**src/rtl/wrbuf_pkg.sv**
```systemverilog
package wrbuf_pkg;
  // What happens to an incoming store in the current cycle.
  typedef enum logic [1:0] {
    WR_IDLE   = 2'd0,
    WR_APPEND = 2'd1,
    WR_MERGE  = 2'd2,
    WR_HOLD   = 2'd3
  } wr_act_e;
endpackage

```
**src/rtl/wbuf_match.sv**
```systemverilog
// Parallel address compare over all slots. Returns the youngest live match,
// age measured from the head pointer.
module wbuf_match #(
  parameter int DEPTH = 4,
  parameter int AW    = 32,
  localparam int PW   = $clog2(DEPTH)
) (
  input  logic [DEPTH-1:0][AW-1:0] slot_addr,
  input  logic [DEPTH-1:0]         live,
  input  logic [PW-1:0]            head,
  input  logic [AW-1:0]            key,
  output logic                     hit,
  output logic [PW-1:0]            slot
);
  logic [DEPTH-1:0] eq;

  for (genvar g = 0; g < DEPTH; g++) begin : g_cmp
    assign eq[g] = live[g] && (slot_addr[g] == key);
  end

  // Walk from oldest to youngest; the last match seen wins.
  always_comb begin
    hit  = 1'b0;
    slot = head;
    for (int k = 0; k < DEPTH; k++) begin
      if (eq[head + PW'(k)]) begin
        hit  = 1'b1;
        slot = head + PW'(k);
      end
    end
  end
endmodule

```
**src/rtl/wbuf_store.sv**
```systemverilog
// Circular entry storage. The data arrays have no reset; only the pointers
// and the occupancy count are cleared.
module wbuf_store #(
  parameter int DEPTH = 4,
  parameter int AW    = 32,
  parameter int DW    = 32,
  localparam int PW   = $clog2(DEPTH),
  localparam int CW   = $clog2(DEPTH + 1)
) (
  input  logic                     clk,
  input  logic                     rst,
  input  logic                     push,
  input  logic [AW-1:0]            push_addr,
  input  logic [DW-1:0]            push_data,
  input  logic                     merge,
  input  logic [PW-1:0]            merge_slot,
  input  logic [DW-1:0]            merge_data,
  input  logic                     pop,
  output logic [PW-1:0]            head,
  output logic [CW-1:0]            count,
  output logic [DEPTH-1:0]         live,
  output logic [DEPTH-1:0][AW-1:0] slot_addr,
  output logic [DEPTH-1:0][DW-1:0] slot_data
);
  logic [AW-1:0] a_q [DEPTH];
  logic [DW-1:0] d_q [DEPTH];
  logic [PW-1:0] tail;

  always_ff @(posedge clk) begin
    if (rst) begin
      head  <= '0;
      tail  <= '0;
      count <= '0;
    end else begin
      if (push) tail <= tail + PW'(1);
      if (pop)  head <= head + PW'(1);
      count <= count + CW'(push) - CW'(pop);
    end
  end

  always_ff @(posedge clk) begin
    if (push) begin
      a_q[tail] <= push_addr;
      d_q[tail] <= push_data;
    end
    if (merge) d_q[merge_slot] <= merge_data;
  end

  for (genvar g = 0; g < DEPTH; g++) begin : g_slot
    logic [PW-1:0] age;
    assign age          = PW'(g) - head;
    assign live[g]      = CW'(age) < count;
    assign slot_addr[g] = a_q[g];
    assign slot_data[g] = d_q[g];
  end
endmodule

```
**src/rtl/wrbuf_fwd.sv**
```systemverilog
module wrbuf_fwd #(
  parameter int DEPTH = 4,
  parameter int AW    = 32,
  parameter int DW    = 32
) (
  input  logic          clk,
  input  logic          rst,
  input  logic          wr_valid,
  input  logic [AW-1:0] wr_addr,
  input  logic [DW-1:0] wr_data,
  output logic          wr_stall,
  input  logic          rd_valid,
  input  logic [AW-1:0] rd_addr,
  output logic          rd_hit,
  output logic [DW-1:0] rd_data,
  output logic          mem_valid,
  input  logic          mem_ready,
  output logic [AW-1:0] mem_addr,
  output logic [DW-1:0] mem_data
);
  import wrbuf_pkg::*;

  localparam int PW = $clog2(DEPTH);
  localparam int CW = $clog2(DEPTH + 1);

  logic [PW-1:0]            head;
  logic [CW-1:0]            cnt;
  logic [DEPTH-1:0]         live;
  logic [DEPTH-1:0]         live_tail;
  logic [DEPTH-1:0][AW-1:0] slot_addr;
  logic [DEPTH-1:0][DW-1:0] slot_data;
  logic                     full;
  logic                     pop;
  logic                     push;
  logic                     merge;
  logic                     mg_hit;
  logic [PW-1:0]            mg_slot;
  logic                     lk_hit;
  logic [PW-1:0]            lk_slot;
  wr_act_e                  act;

  assign full      = (cnt == CW'(DEPTH));
  assign mem_valid = (cnt != '0);
  assign pop       = mem_valid && mem_ready;
  assign mem_addr  = slot_addr[head];
  assign mem_data  = slot_data[head];

  // The head entry is on offer downstream and is excluded from merging.
  assign live_tail = live & ~(DEPTH'(1) << head);

  wbuf_match #(.DEPTH(DEPTH), .AW(AW)) i_merge_cmp (
    .slot_addr (slot_addr),
    .live      (live_tail),
    .head      (head),
    .key       (wr_addr),
    .hit       (mg_hit),
    .slot      (mg_slot)
  );

  wbuf_match #(.DEPTH(DEPTH), .AW(AW)) i_lookup_cmp (
    .slot_addr (slot_addr),
    .live      (live),
    .head      (head),
    .key       (rd_addr),
    .hit       (lk_hit),
    .slot      (lk_slot)
  );

  always_comb begin
    if (!wr_valid)          act = WR_IDLE;
    else if (mg_hit)        act = WR_MERGE;
    else if (full && !pop)  act = WR_HOLD;
    else                    act = WR_APPEND;
  end

  assign wr_stall = (act == WR_HOLD);
  assign push     = (act == WR_APPEND);
  assign merge    = (act == WR_MERGE);

  wbuf_store #(.DEPTH(DEPTH), .AW(AW), .DW(DW)) i_store (
    .clk        (clk),
    .rst        (rst),
    .push       (push),
    .push_addr  (wr_addr),
    .push_data  (wr_data),
    .merge      (merge),
    .merge_slot (mg_slot),
    .merge_data (wr_data),
    .pop        (pop),
    .head       (head),
    .count      (cnt),
    .live       (live),
    .slot_addr  (slot_addr),
    .slot_data  (slot_data)
  );

  // Lookup result is registered; it reflects the entries before this edge.
  always_ff @(posedge clk) begin
    if (rst) begin
      rd_hit  <= 1'b0;
      rd_data <= '0;
    end else begin
      rd_hit  <= rd_valid && lk_hit;
      rd_data <= (rd_valid && lk_hit) ? slot_data[lk_slot] : '0;
    end
  end
endmodule

```
**config.mk**
```make
export PLATFORM = sky130hd
export DESIGN_NAME = wrbuf_fwd
export DESIGN_NICKNAME = d
export VERILOG_FILES = /design/src/rtl/wrbuf_pkg.sv /design/src/rtl/wbuf_match.sv /design/src/rtl/wbuf_store.sv /design/src/rtl/wrbuf_fwd.sv
export SDC_FILE = /design/constraint.sdc
export NUM_CORES = 1
export LEC_CHECK = 0
export ABC_AREA = 1
export BUFFER_PORTS_ARGS = -buffer_cell sky130_fd_sc_hd__buf_2
export CAP_MARGIN = 25
export CELL_PAD_IN_SITES_DETAIL_PLACEMENT = 0
export CELL_PAD_IN_SITES_GLOBAL_PLACEMENT = 2
export CORE_MARGIN = 1.5
export CORE_UTILIZATION = 35
export CTS_BUF_LIST = sky130_fd_sc_hd__clkbuf_16
export DETAILED_ROUTE_END_ITERATION = 16
export PLACE_DENSITY_LB_ADDON = 0.08
export SLEW_MARGIN = 20
export SYNTH_ARGS = -nofsm -noshare
export SYNTH_HDL_FRONTEND = slang
export SYNTH_SLANG_ARGS = --single-unit
```
**constraint.sdc**
```tcl
create_clock -name clk -period 5.9 [get_ports clk]
set_input_delay 0.59 -clock clk [delete_from_list [all_inputs] [get_ports clk]]
set_output_delay 0.59 -clock clk [all_outputs]
set_load 0.02 [all_outputs]
```
# Word level (Yosys, flattened, before mapping)
# Memories as Yosys holds them, arrays and structs flattened.
# Index checks and enable logic that the tools add are counted.
# totals
register_bits,40
ramBits,256
inputBits,101
output_inout_bits,99
elab_cells,103
memories,2
# memory_table
name,words,word_bits,read_ports,rd_clocked_by_memory_dff,wr,line,text
i_store.a_q,4,32,4,0,1,wbuf_store.sv:25,logic [AW-1:0] a_q [DEPTH];
i_store.d_q,4,32,4,0,1,wbuf_store.sv:26,logic [DW-1:0] d_q [DEPTH];
# classes
addsub,10
n_lt_le_gt_ge,9
n_eq_ne,12
n_shift,1
n_mux,46
n_bitwise,3
n_reduce_logical,15
# ops
op,count
$eq A32 B32 Y1,8
$bmux W32 S2,3
$mux W32,4
$reduce_or A32 Y1,1
$mux W1,21
$mux W2,10
$bmux W1 S2,8
$lt A2 B3 Y1 const B,5
$lt A2 B3 Y1,4
$logic_and A1 B1 Y1,11
$add A2 B1 Y2 const B,2
$add A2 B2 Y2 const B,2
$and A4 B4 Y4,1
$eq A2 B2 Y1 const B,2
$not A4 Y4,1
$shl A1 B2 Y4 const A,1
$sub A1 B2 Y2 const A,2
$sub A2 B2 Y2 const A,2
$add A3 B1 Y3,1
$eq A3 B3 Y1 const B,1
$reduce_bool A3 Y1,1
$sub A3 B1 Y3,1
$eq A2 B1 Y1 const B,1
$reduce_or A2 Y1,1
other kinds (2),2

# Longest topological paths before layout
# Gate-level depths: netlist of run 1.
# logic_depth
word_depth,17
depth_mapped,25
ltp_nobuf,22

# Cells and area by module
# Synthesis of run 1 repeated with hierarchy kept, for this count alone.
# hier_totals
cells_unflattened,3076
hier_area_um2,20428.3
# by_module_without_submodules
module,n_inst,cells_each,area_each_um2,seq_area_each_um2
wbuf_store,1,654,9830.7,7827.5
wbuf_match,2,817,3374.5,0.0
wrbuf_fwd,1,788,3848.7,660.6

# Least setup slack after synthesis of run 1
# Ideal clock, no wire load.
# synth_timing
kind,reg-to-reg
startpoint,reg i_store.head[0]
endpoint,"mem i_store.d_q[0][0], enable pin"
setup_ns,0.421
arrival_time_ns,4.561
setup_slack_ns,0.918
path_stages_with_launch,25
synth_period_minus_slack_ns,4.982
cell_sequence,dfxtp_1 -> inv_2 -> clkbuf_1 -> clkbuf_1 -> clkbuf_1 -> ha_1 -> inv_1 -> ha_1 -> nand2_1 -> nand2_1 -> nand2_1 -> nand4_1 -> nor2_1 -> nand3_1 -> nand2_1 -> nand3_1 -> nand2_1 -> inv_1 -> nand2_1 -> nand2_1 -> inv_1 -> nand2_1 -> nand2_1 -> nand2_1 -> nor2_1
# synth_via
elab_chain_cells,17
elab_cells_between_ends,44
cone_classes,add/sub (7); order compare (4); eq/ne (2); shift (1); mux (23); bitwise (2); reduce/logical (5)
# synth_rtl
item,line,text
start: declaration,wbuf_store.sv:19,"output logic [PW-1:0] head,"
start signal: assignment,wbuf_store.sv:36,if (pop) head <= head + PW'(1);
$sub A1 B2 Y2 (*),wbuf_store.sv:51,assign age = PW'(g) - head;
named net i_store.g_slot[1].age[0],wbuf_store.sv:50,logic [PW-1:0] age;
$lt A2 B3 Y1 (*),wbuf_store.sv:52,assign live[g] = CW'(age) < count;
$and A4 B4 Y4 (*),wrbuf_fwd.sv:49,assign live_tail = live & ~(DEPTH'(1) << head);
$logic_and A1 B1 Y1 (*),wbuf_match.sv:18,assign eq[g] = live[g] && (slot_addr[g] == key);
$bmux W1 S2,wbuf_match.sv:26,if (eq[head + PW'(k)]) begin
$mux W1 (implied by the code),wbuf_match.sv:26,
$mux W1 (4 in a row),wbuf_match.sv:26,
$mux W2,wrbuf_fwd.sv:71,else if (mg_hit) act = WR_MERGE;
$mux W2,wrbuf_fwd.sv:70,if (!wr_valid) act = WR_IDLE;
$eq A2 B2 Y1,wrbuf_fwd.sv:78,assign merge = (act == WR_MERGE);
$mux W1,wbuf_store.sv:46,if (merge) d_q[merge_slot] <= merge_data;
$mux W1 (implied by the code),wbuf_store.sv:46,
$reduce_or A32 Y1 (no line),-,
$mux W2 (no line) / $mux W1 (equally long branches),-,
end: declaration,wbuf_store.sv:26,
# The timed path passes the listed nets; every way through them passes the cells marked *. The select of a mux whose other input is x is not followed.

# Worst setup path after layout of run 1
# layout_timing
startpoint,reg i_store.head[1]
endpoint,out wr_stall
# layout_via
elab_chain_cells,13
elab_cells_between_ends,33
cone_classes,add/sub (7); order compare (4); eq/ne (1); shift (1); mux (14); bitwise (2); reduce/logical (4)
# layout_rtl
item,line,text
$sub A1 B2 Y2 (tied with other cells),wbuf_store.sv:51,
$lt A2 B3 Y1 / $not A4 Y4 (equally long branches),"wbuf_store.sv:52, wrbuf_fwd.sv:49",
$and A4 B4 Y4,wrbuf_fwd.sv:49,
$logic_and A1 B1 Y1,wbuf_match.sv:18,
$bmux W1 S2,wbuf_match.sv:26,
$mux W1 (implied by the code),wbuf_match.sv:26,
$mux W1 (3 in a row),wbuf_match.sv:26,
$mux W1 (*),wbuf_match.sv:26,
$mux W2 (*),wrbuf_fwd.sv:71,
$mux W2 (*),wrbuf_fwd.sv:70,
$eq A2 B2 Y1 (*),wrbuf_fwd.sv:76,assign wr_stall = (act == WR_HOLD);
end: declaration,wrbuf_fwd.sv:11,"output logic wr_stall,"
# Every way passes the cells marked *; elsewhere a longest branch is shown, timed or not. The select of a mux whose other input is x is not followed.

==> results of run 1 <==
[worst max-delay path, stage by stage, from the launching register on]
cell	delay [ps]
dfxtp_1	310
buf_4	410
clkinv_2	120
ha_1	450
inv_1	180
ha_1	310
nand2_1	50
nand2_1	50
nand2_1	60
nand4_1	100
nor2_1	70
nand3_1	110
nand2_1	80
nand3_1	120
nand2_1	70
nor2_1	150
nand2_1	120
nor3b_1	450
buf_2	260
[metal layers]
| metal | vias to the layer above | share of wire | track usage |
|---|---|---|---|
| met4 | 4 | 0.020 | 0.0627 |
| li1 | 7280 | - | - |
| met2 | 366 | 0.47 | 0.403 |
| met1 | 6944 | 0.46 | 0.327 |
| met5 | - | 0.00041 | 0 |
| met3 | 70 | 0.042 | 0.0287 |
[registers in the layout, indices dropped and copies added (netlist names)]
register,cells
i_store.a_q,128
i_store.count,3
i_store.d_q,128
i_store.head,2
i_store.tail,2
rd_data,32
rd_hit,1
[worst min-delay path by stage]
stage / from / to / slack, ps / cells after the start
floorplan: i_store.tail[0] / i_store.tail[0] / 480 / 2
global placement: i_store.tail[1] / i_store.tail[1] / 550 / 2
detailed placement: i_store.count[1] / i_store.count[2] / 560 / 3
CTS: wr_data[22] / i_store.d_q[1][22] / 210 / 1
global route: wr_data[0] / i_store.d_q[0][0] / 230 / 1
finish: wr_data[21] / i_store.d_q[3][21] / 240 / 1
[power by group through the flow]
stage | clock [mW] | sequential (mW) | combinational (mW)
after floorplan | 0 | 3.21 | 2.87
after global placement | 0 | 3.22 | 4.49
after detailed placement | 0 | 3.22 | 4.51
after CTS | 2.37 | 3.18 | 4.53
after global routing | 2.44 | 3.24 | 4.97
final | 2.31 | 3.18 | 4.46
[metrics by stage]
step                      area (um^2)  worst slack, ps  total power, mW
after floorplan                 16800              918             6.08
after global placement          18500             1400             7.71
after detailed placement        18500             1330             7.73
after CTS                       19700             1250             10.1
after global routing            19700              908             10.6
final                           19700             1280             9.95
[cells by family (layout without fill, tap and decap cells)]
logic type                 Yosys count  in the layout  synth area share
AOI/OAI and AO/OA                  316            316            0.0979
xor gates and xnor gates            82             82            0.0427
adders and majority gates           15             15            0.0116
buffers and inverters              364            572            0.0859
DFF                                296            296             0.504
and+or+nand+nor                   1038           1038             0.258
[cells in the final DEF (no fill, tap or decap), types with 22 or more instances in the layout]
cell type and instances:
o21ai_0 114, xor2_1 65, nor2_1 213, dfxtp_1 39, nand3b_1 33, nand4_1 30
nand2_1 586, nand3_1 140, o22ai_1 46, buf_2 199, inv_2 22, inv_1 268
clkbuf_16 36, a21oi_1 153, edfxtp_1 256
[layout make-up]
cell class                 count  area (um^2)
fill                        4851        27800
sequential                   296         8490
multi-input combinational   1451         6960
timing repair buffer         221         1200
inverter                     285         1080
clock buffer                  36          901
tap                          615          769
clock inverter                30          323
==> results_dict.tcl, run 1 <==
set metrics [dict create \
    grt_antenna_before_repair 2 \
    finalClockSkew_ps 18.4 \
    clk_root_buffer_cell "clkbuf_16" \
    drc_errors 0 \
    relSlewSlack 0.323 \
    timing_hold_violations_final 0 \
    max_cap_violations 0 \
    min_period_ps 4620 \
    synth_largest_area_cell "edfxtp_1" \
    synth.cells.most_frequent "nand2_1, inv_1, edfxtp_1" \
    timing.rr.start "i_store.head[1]" \
    detail_route.vias_per_cell 5.00 \
    avgRoutedWirePerCell_um 20.1 \
    cts_tree "built" \
    min-delay-path-class "in2reg" \
    die_area_um2 49400 \
    share_of_yosys_cell_area_claimed_by_the_top_area_cell_type 0.457 \
    diodes 0 \
    first_global_vias 14500 \
    setup-tns-final_ps 0 \
    largest_net_degree_at_the_start_of_global_routing 88 \
    synth.ff_latch_count 296 \
    leakagePower_nw 9.01 \
    r2r_setup_slack_ps 1330 \
    clock_tree_buf_depth 3 \
    floorplan.initialDensity 0.354 \
    worst_ep_required_time_ps 5310 \
    cellPowerDensity_nw_per_um2 505 \
    power.combinational.fraction 0.449 \
    critical_path.max_fanout 33 \
    synth_ff_type "edfxtp_1" \
    power.share.switching 0.442 \
    final_core_utilization 0.415 \
    detailroute.via_count 14700 \
    worst_ep_arrival_time_ps 4030 \
    timing.final.max_slew_violations 0 \
    synth_enable_flop_cells 256 \
    clock_power_share 0.232 \
    yosys-top-cells-area "edfxtp_1, nand2_1, inv_1" \
    p_sw_mw 4.40 \
    seq_power_share 0.319 \
    cts-buffers-inserted 36 \
    worstSetupStartpoint "i_store.head[1]" \
    r2r.worst_path.cells 23 \
    place.detailed.hpwl_mm 41.8 \
    cts_setup_buffers 0 \
    fp.dieW_um 222 \
    drive_gt1_frac 0.137 \
    synth.cell_area_um2 16800 \
    route.final.wire_length_mm 59.1 \
    achievable-frequency_ghz 0.216 \
    grt_pass1_wl_mm 89.7 \
    internal-power_mw 5.55 \
    clkTransAtPathRegs_ps 60 \
    drtIter0Drc 992 \
    timing.critical_path.to "wr_stall" \
    postCtsHoldBufs 0 \
    cp-start-kind "register" \
    maximum_ir_drop_on_the_vdd_rail_v 0.000309 \
    mapped_cells 2111 \
    crit-reg2reg-capture "i_store.count[2]" \
    synthArstFlopShare 0 \
    dpl.cell_count 2868 \
    post_layout_nonfiller_instances 2934 \
    syn-mean-instance-area_um2 7.97 \
    place.gp.congestion 0.841 \
    critical_path.endpoint_type "output port" \
    insertion_delay_ps 560 \
    dieHeight_um 222 \
    synth_sequential_area_ratio 0.504 \
    core_region_area_um2 47500 \
    track_usage 0.240 \
    portBuffers 199 \
    h-tree-depth 2 \
    cts_repair_resize_count 0 \
    synthDistinctLibCells 32 \
    design.portCount 200 \
    postSynthNetCount 2227 \
    finalNetCount 2407 \
    hold_slack_ps 245 \
    status "completed" \
    yosys.cell_count.top_type "nand2_1" \
    setup-violations-final 0 \
    crit_type "reg2out" \
    drt-pass1-iter-count 6 \
    ys.warnings.count 0 \
    globalRouteOverflowTotal 0 \
    fp-row-count 80 \
    drtAntennaViolNets 0 \
    post-route-period-util 0.783 \
    rsz_0062_raised_after_global_routing "false" \
    max_slew.worst_pin.slew_ps 1020 \
    clock_sink_count 296 \
    flow.area_growth_from_synthesis_pct 17.2 \
]
No activity file was read; power rests on OpenSTA's default activity.
==> run 2: changes to the inputs <==
==> constraint.sdc (replaced) <==
create_clock -name clk -period 4.3 [get_ports clk]
set_input_delay 0.43 -clock clk [delete_from_list [all_inputs] [get_ports clk]]
set_output_delay 0.43 -clock clk [all_outputs]
set_load 0.02 [all_outputs]
==> run 2 against run 1 <==
Sequential power increased by 36%. Hold slack got worse by 160 ps. Clock power increased by 26%. Register-to-register slack got worse by 910 ps.
==> results_dict.tcl, run 2 (same netlist as run 1, synthesis figures left out) <==
set metrics [dict create \
    status "completed" \
    relSlewSlack 0.414 \
    floorplan.initialDensity 0.354 \
    drive_gt1_frac 0.138 \
    cts_repair_resize_count 0 \
    cp-start-kind "register" \
    die_area_um2 49400 \
    timing.final.max_slew_violations 0 \
    place.detailed.hpwl_mm 40.3 \
    portBuffers 199 \
    drt-pass1-iter-count 7 \
    final_core_utilization 0.415 \
    timing_hold_violations_final 0 \
    worst_path_largest_cell_delay_ps 560 \
    critPathMostFrequentCell "nand2_1" \
    area.sequential_um2 8490 \
    holdPathStages 1 \
    diodes 0 \
    worst_ep_required_time_ps 3870 \
    post-route-period-util 0.910 \
    cts_tree "built" \
    globalRouteOverflowTotal 0 \
    clock_power_share 0.214 \
    max_cap_violations 0 \
    drtIter0Drc 1037 \
    leakagePower_nw 9.00 \
    postLayoutSetupSlackWorst_ps 388 \
    setup-tns-final_ps 0 \
    finalNetCount 2413 \
    place.gp.congestion 0.854 \
    multi_input_area_um2 6960 \
    seq_power_share 0.318 \
    critical_path.endpoint_type "output port" \
    drc_errors 0 \
    post-layout-total-power_mw 13.6 \
    cellPowerDensity_nw_per_um2 687 \
    design.portCount 200 \
    clock_tree_buf_depth 3 \
    detailroute.via_count 14500 \
    worst_ep_arrival_time_ps 3480 \
    preCtsSetupSlack_ps 415 \
    power.combinational.fraction 0.468 \
    cell_with_the_biggest_individual_delay_on_the_critical_path "buf_4" \
    layout_commonest_cell "nand2_1" \
    max_slew.worst_pin.slew_ps 879 \
    fp.dieW_um 222 \
    setup-violations-final 0 \
    critical_path.max_fanout 41 \
    most-common-layout-cells "nand2_1, inv_1, edfxtp_1" \
    min-delay-path-class "in2reg" \
    maximum_ir_drop_on_the_vdd_rail_v 0.000487 \
    crit_type "reg2out" \
    drtAntennaViolNets 0 \
    avgRoutedWirePerCell_um 19.8 \
    clock_sink_count 296 \
    postCtsHoldBufs 0 \
    nFillCells 4852 \
    r2r.worst_path.cells 19 \
    clk_root_buffer_cell "clkbuf_16" \
    grt_pass1_wl_mm 87.0 \
    dieHeight_um 222 \
    flow.area_growth_from_synthesis_pct 17.1 \
    achievable-frequency_ghz 0.256 \
    insertion_delay_ps 560 \
    layout_top_registers "i_store.a_q x128, i_store.d_q x128, rd_data x32" \
    h-tree-depth 2 \
    clkTransAtPathRegs_ps 60 \
    detail_route.vias_per_cell 4.95 \
    core_region_area_um2 47500 \
    power.share.switching 0.447 \
    first_global_vias 14200 \
    crit_path_cell_trace "buf_4, ha_1, a21oi_1, nand3_1, nor2_1, nand2_1, nor2_1, nand3_1, nand2_1, nand3_1, nand2_1, nor2_1, nand2_1, nor3b_1, buf_2" \
    cts_setup_buffers 0 \
    finalInstanceArea_um2 19700 \
    placement.cell_area_um2 18600 \
    grt_antenna_before_repair 1 \
    rsz_0062_raised_after_global_routing "false" \
    post_layout_nonfiller_instances 2938 \
    fp-row-count 80 \
    finalClockSkew_ps 26.6 \
    dpl.cell_count 2874 \
    min_period_ps 3910 \
    internal-power_mw 7.49 \
    cts-buffers-inserted 36 \
    hold_slack_ps 81.6 \
    p_sw_mw 6.06 \
    route.final.wire_length_mm 58.2 \
    track_usage 0.233 \
    largest_net_degree_at_the_start_of_global_routing 181 \
]
==> run 2: changes by cell type in the layout (fill, tap and decap cells not counted) <==
cell and delta:
buf_12 +5, buf_4 +1, clkinv_1 +2, bufinv_16 -4
==> run 2: final timing paths <==
kind / slack (ps) / endpoint / start
worst max register to register: 420 / i_store.d_q[3][6] / i_store.head[1]
worst max-delay path: 390 / wr_stall / i_store.head[0]
worst min register to register: 530 / i_store.tail[0] / i_store.tail[0]
worst min-delay path: 80 / i_store.d_q[0][21] / wr_data[21]
==> run 2: area by class of cell <==
cell class / count / area share
inverters: 285 / 0.0546
clock buffers: 36 / 0.0457
clock inverters: 28 / 0.0107
well taps: 615 / 0.0390
repair buffers: 227 / 0.0663
flip-flops and latches: 296 / 0.431
multi-input cells: 1451 / 0.353
==> run 2: layer usage <==
layer  part of all wire  vias up  GRT usage  wire length, um
met2               0.45      371      0.374            26400
met3              0.051       62     0.0339             2960
met1               0.48     6818      0.331            27800
li1                   -     7286          -                -
met5            0.00021        -          0               12
met4              0.018        2     0.0541             1030
==> run 2: worst max-delay path: cells and delay by family, from the launching register on <==
family	cells	cell delay, ps
compound gates	1	50
simple gates	11	1470
flops	1	360
buf+inv	2	810
fa+ha+maj	1	250
==> run 2: power groups by stage <==
stage / Sequential, mW / Clock [mW] / Combinational, mW
after floorplan: 4.39 / 0 / 3.98
after global placement: 4.36 / 0 / 6.39
after detailed placement: 4.36 / 0 / 6.39
after global routing: 4.38 / 3.08 / 7.00
final: 4.31 / 2.90 / 6.34
after CTS: 4.31 / 2.98 / 6.42
==> run 3: changes to the inputs <==
--- a/config.mk
+++ b/config.mk
@@ -10,6 +10,7 @@
 export CAP_MARGIN = 25
 export CELL_PAD_IN_SITES_DETAIL_PLACEMENT = 0
 export CELL_PAD_IN_SITES_GLOBAL_PLACEMENT = 2
+export CORE_ASPECT_RATIO = 0.7
 export CORE_MARGIN = 1.5
 export CORE_UTILIZATION = 35
 export CTS_BUF_LIST = sky130_fd_sc_hd__clkbuf_16
==> run 3 against run 2 <==
Final cell count is essentially flat. Global-route usage is 0.55 points higher. Utilization is essentially flat. Clock power increased by 7.2%. Wire length is 2.4% higher. Largest power group unchanged. Die area about the same. Largest cell class unchanged. Power grew 1.6%. Hold slack improved by 23 ps. Non-clock buffer count fell by 4. Cell area increased by 0.28%. Via count increased by 2.2%.
==> results_dict.tcl, run 3 (same netlist as run 1, synthesis figures left out) <==
set metrics [dict create \
    status "completed" \
    relSlewSlack 0.373 \
    post-route-period-util 0.906 \
    route.final.wire_length_mm 59.6 \
    flow.area_growth_from_synthesis_pct 17.5 \
    cellPowerDensity_nw_per_um2 696 \
    h-tree-depth 2 \
    min-delay-start "wr_data[10]" \
    grt_antenna_before_repair 2 \
    cell_with_the_biggest_individual_delay_on_the_critical_path "dfxtp_4" \
    setup-violations-final 0 \
    drc_errors 0 \
    timing.rr.start "i_store.head[0]" \
    detailroute.via_count 14900 \
    r2r.worst_path.cells 17 \
    fp.dieW_um 265 \
    largest_net_degree_at_the_start_of_global_routing 77 \
    finalNetCount 2407 \
    seq_power_share 0.314 \
    clock_power_share 0.226 \
    cts_setup_buffers 0 \
    postCtsHoldBufs 0 \
    clock_sink_count 296 \
    r2r_setup_slack_ps 500 \
    drtAntennaViolNets 0 \
    power.combinational.fraction 0.460 \
    max_slew.worst_pin.slew_ps 940 \
    place.gp.congestion 0.856 \
    timing.final.max_slew_violations 0 \
    power.share.switching 0.443 \
    max_cap_violations 0 \
    cts-buffers-inserted 34 \
    cts_repair_resize_count 0 \
    cp-start-kind "register" \
    dieHeight_um 186 \
    drive_gt1_frac 0.136 \
    layout_top_registers "i_store.a_q x128, i_store.d_q x128, rd_data x32" \
    detail_route.vias_per_cell 5.05 \
    min-delay-path-class "in2reg" \
    p_sw_mw 6.10 \
    holdPathStages 1 \
    clkTransAtPathRegs_ps 60 \
    track_usage 0.238 \
    cts_tree "built" \
    critPathMostFrequentCell "nand2_1" \
    clk_root_buffer_cell "clkbuf_16" \
    internal-power_mw 7.67 \
    rsz_0062_raised_after_global_routing "false" \
    most-common-layout-cells "nand2_1, inv_1, edfxtp_1" \
    drt-pass1-iter-count 7 \
    clock_tree_buf_depth 3 \
    worst_path_largest_cell_delay_ps 430 \
    place.detailed.hpwl_mm 41.2 \
    worst_ep_arrival_time_ps 3470 \
    path_delay_family "simple AND/OR/NAND/NOR gates" \
    placement.cell_area_um2 18600 \
    insertion_delay_ps 540 \
    postLayoutSetupSlackWorst_ps 403 \
    fp-row-count 67 \
    first_global_vias 14000 \
    portBuffers 199 \
    die_area_um2 49400 \
    grt_pass1_wl_mm 88.6 \
    floorplan.initialDensity 0.353 \
    preCtsSetupSlack_ps 500 \
    finalClockSkew_ps 27.3 \
    layout_commonest_cell "nand2_1" \
    crit_path_cell_trace "inv_6, ha_1, inv_1, ha_1, nand2_1, nand2_1, nand2_1, nand4_1, nor2_1, nand3_1, nand2_1, nand3_1, nand2_1, nor2_1, nand2_1, nor3b_2, buf_2" \
    avgRoutedWirePerCell_um 20.3 \
    globalRouteOverflowTotal 0 \
    critical_path.endpoint_type "output port" \
    maximum_ir_drop_on_the_vdd_rail_v 0.000586 \
    design.portCount 200 \
    drtIter0Drc 1294 \
    core_region_area_um2 47700 \
    timing_hold_violations_final 0 \
    worst_ep_required_time_ps 3870 \
    hold-path-endpoint "i_store.d_q[0][10]" \
    crit_type "reg2out" \
    worst-path-buf-inv 3 \
    critical_path.max_fanout 10 \
    crit-reg2reg-capture "i_store.a_q[1][24]" \
    min_period_ps 3900 \
    leakagePower_nw 9.01 \
    finalInstanceArea_um2 19800 \
    achievable-frequency_ghz 0.257 \
]
run 3: cell count changes in the layout (fill, tap and decap cells not counted):
| cell | change |
|---|---|
| buf_4 | -4 |
| bufinv_16 | +4 |
| clkbuf_16 | -1 |
| clkinv_1 | -1 |
| clkinv_2 | -4 |
| clkinv_4 | +1 |
| clkinv_8 | +1 |
| diode_2 | +2 |
| inv_16 | -1 |
| inv_6 | -1 |
| nor3b_1 | -1 |
| nor3b_2 | +1 |
run 3: power by group through the flow:
stage	clock, mW	combinational (mW)	sequential (mW)
3_3_place_gp	0	6.36	4.39
6_report	3.11	6.33	4.32
4_1_cts	3.16	6.39	4.33
5_1_grt	3.27	6.98	4.41
2_1_floorplan	0	3.98	4.39
3_5_place_dp	0	6.36	4.39
run 3: area by class of cell:
class / instances / area (um^2)
diodes: 2 / 5.00
clock buffers: 35 / 876
clock inverters: 27 / 303
fillers: 4899 / 27900
inverters: 285 / 1080
multi-input cells: 1451 / 6960
flip-flops and latches: 296 / 8490
well taps: 621 / 777
repair buffers: 223 / 1280
run 3: per-layer routing:
| layer | routed length, um | GRT usage | up-vias |
|---|---|---|---|
| li1 | - | - | 7282 |
| met1 | 30600 | 0.379 | 7078 |
| met2 | 24300 | 0.336 | 432 |
| met3 | 3710 | 0.0383 | 66 |
| met4 | 1050 | 0.0497 | 0 |
| met5 | 0 | 0 | - |
run 3: worst max-delay path by stage:
stage | from | endpoint | slack [ps] | cells after the start
CTS | i_store.head[0] | wr_stall | 120 | 17
detailed placement | i_store.head[0] | i_store.a_q[1][21] | 500 | 17
global placement | i_store.head[0] | i_store.a_q[1][20] | 600 | 17
finish | i_store.head[0] | wr_stall | 400 | 17
floorplan | i_store.head[0] | i_store.a_q[0][0] | -460 | 19
global route | i_store.head[0] | wr_stall | 90 | 17
run 3: stage by stage:
step	util	hold WS, ps	power (mW)	TNS, ps	cells
6_report	0.414	104	13.8	0	2940
5_1_grt	0.414	86.7	14.7	0	2940
4_1_cts	0.414	83.0	13.9	0	2938
3_5_place_dp	0.390	516	10.7	0	2876
3_3_place_gp	0.390	514	10.8	0	2876
2_1_floorplan	-	481	8.37	-58670	2111
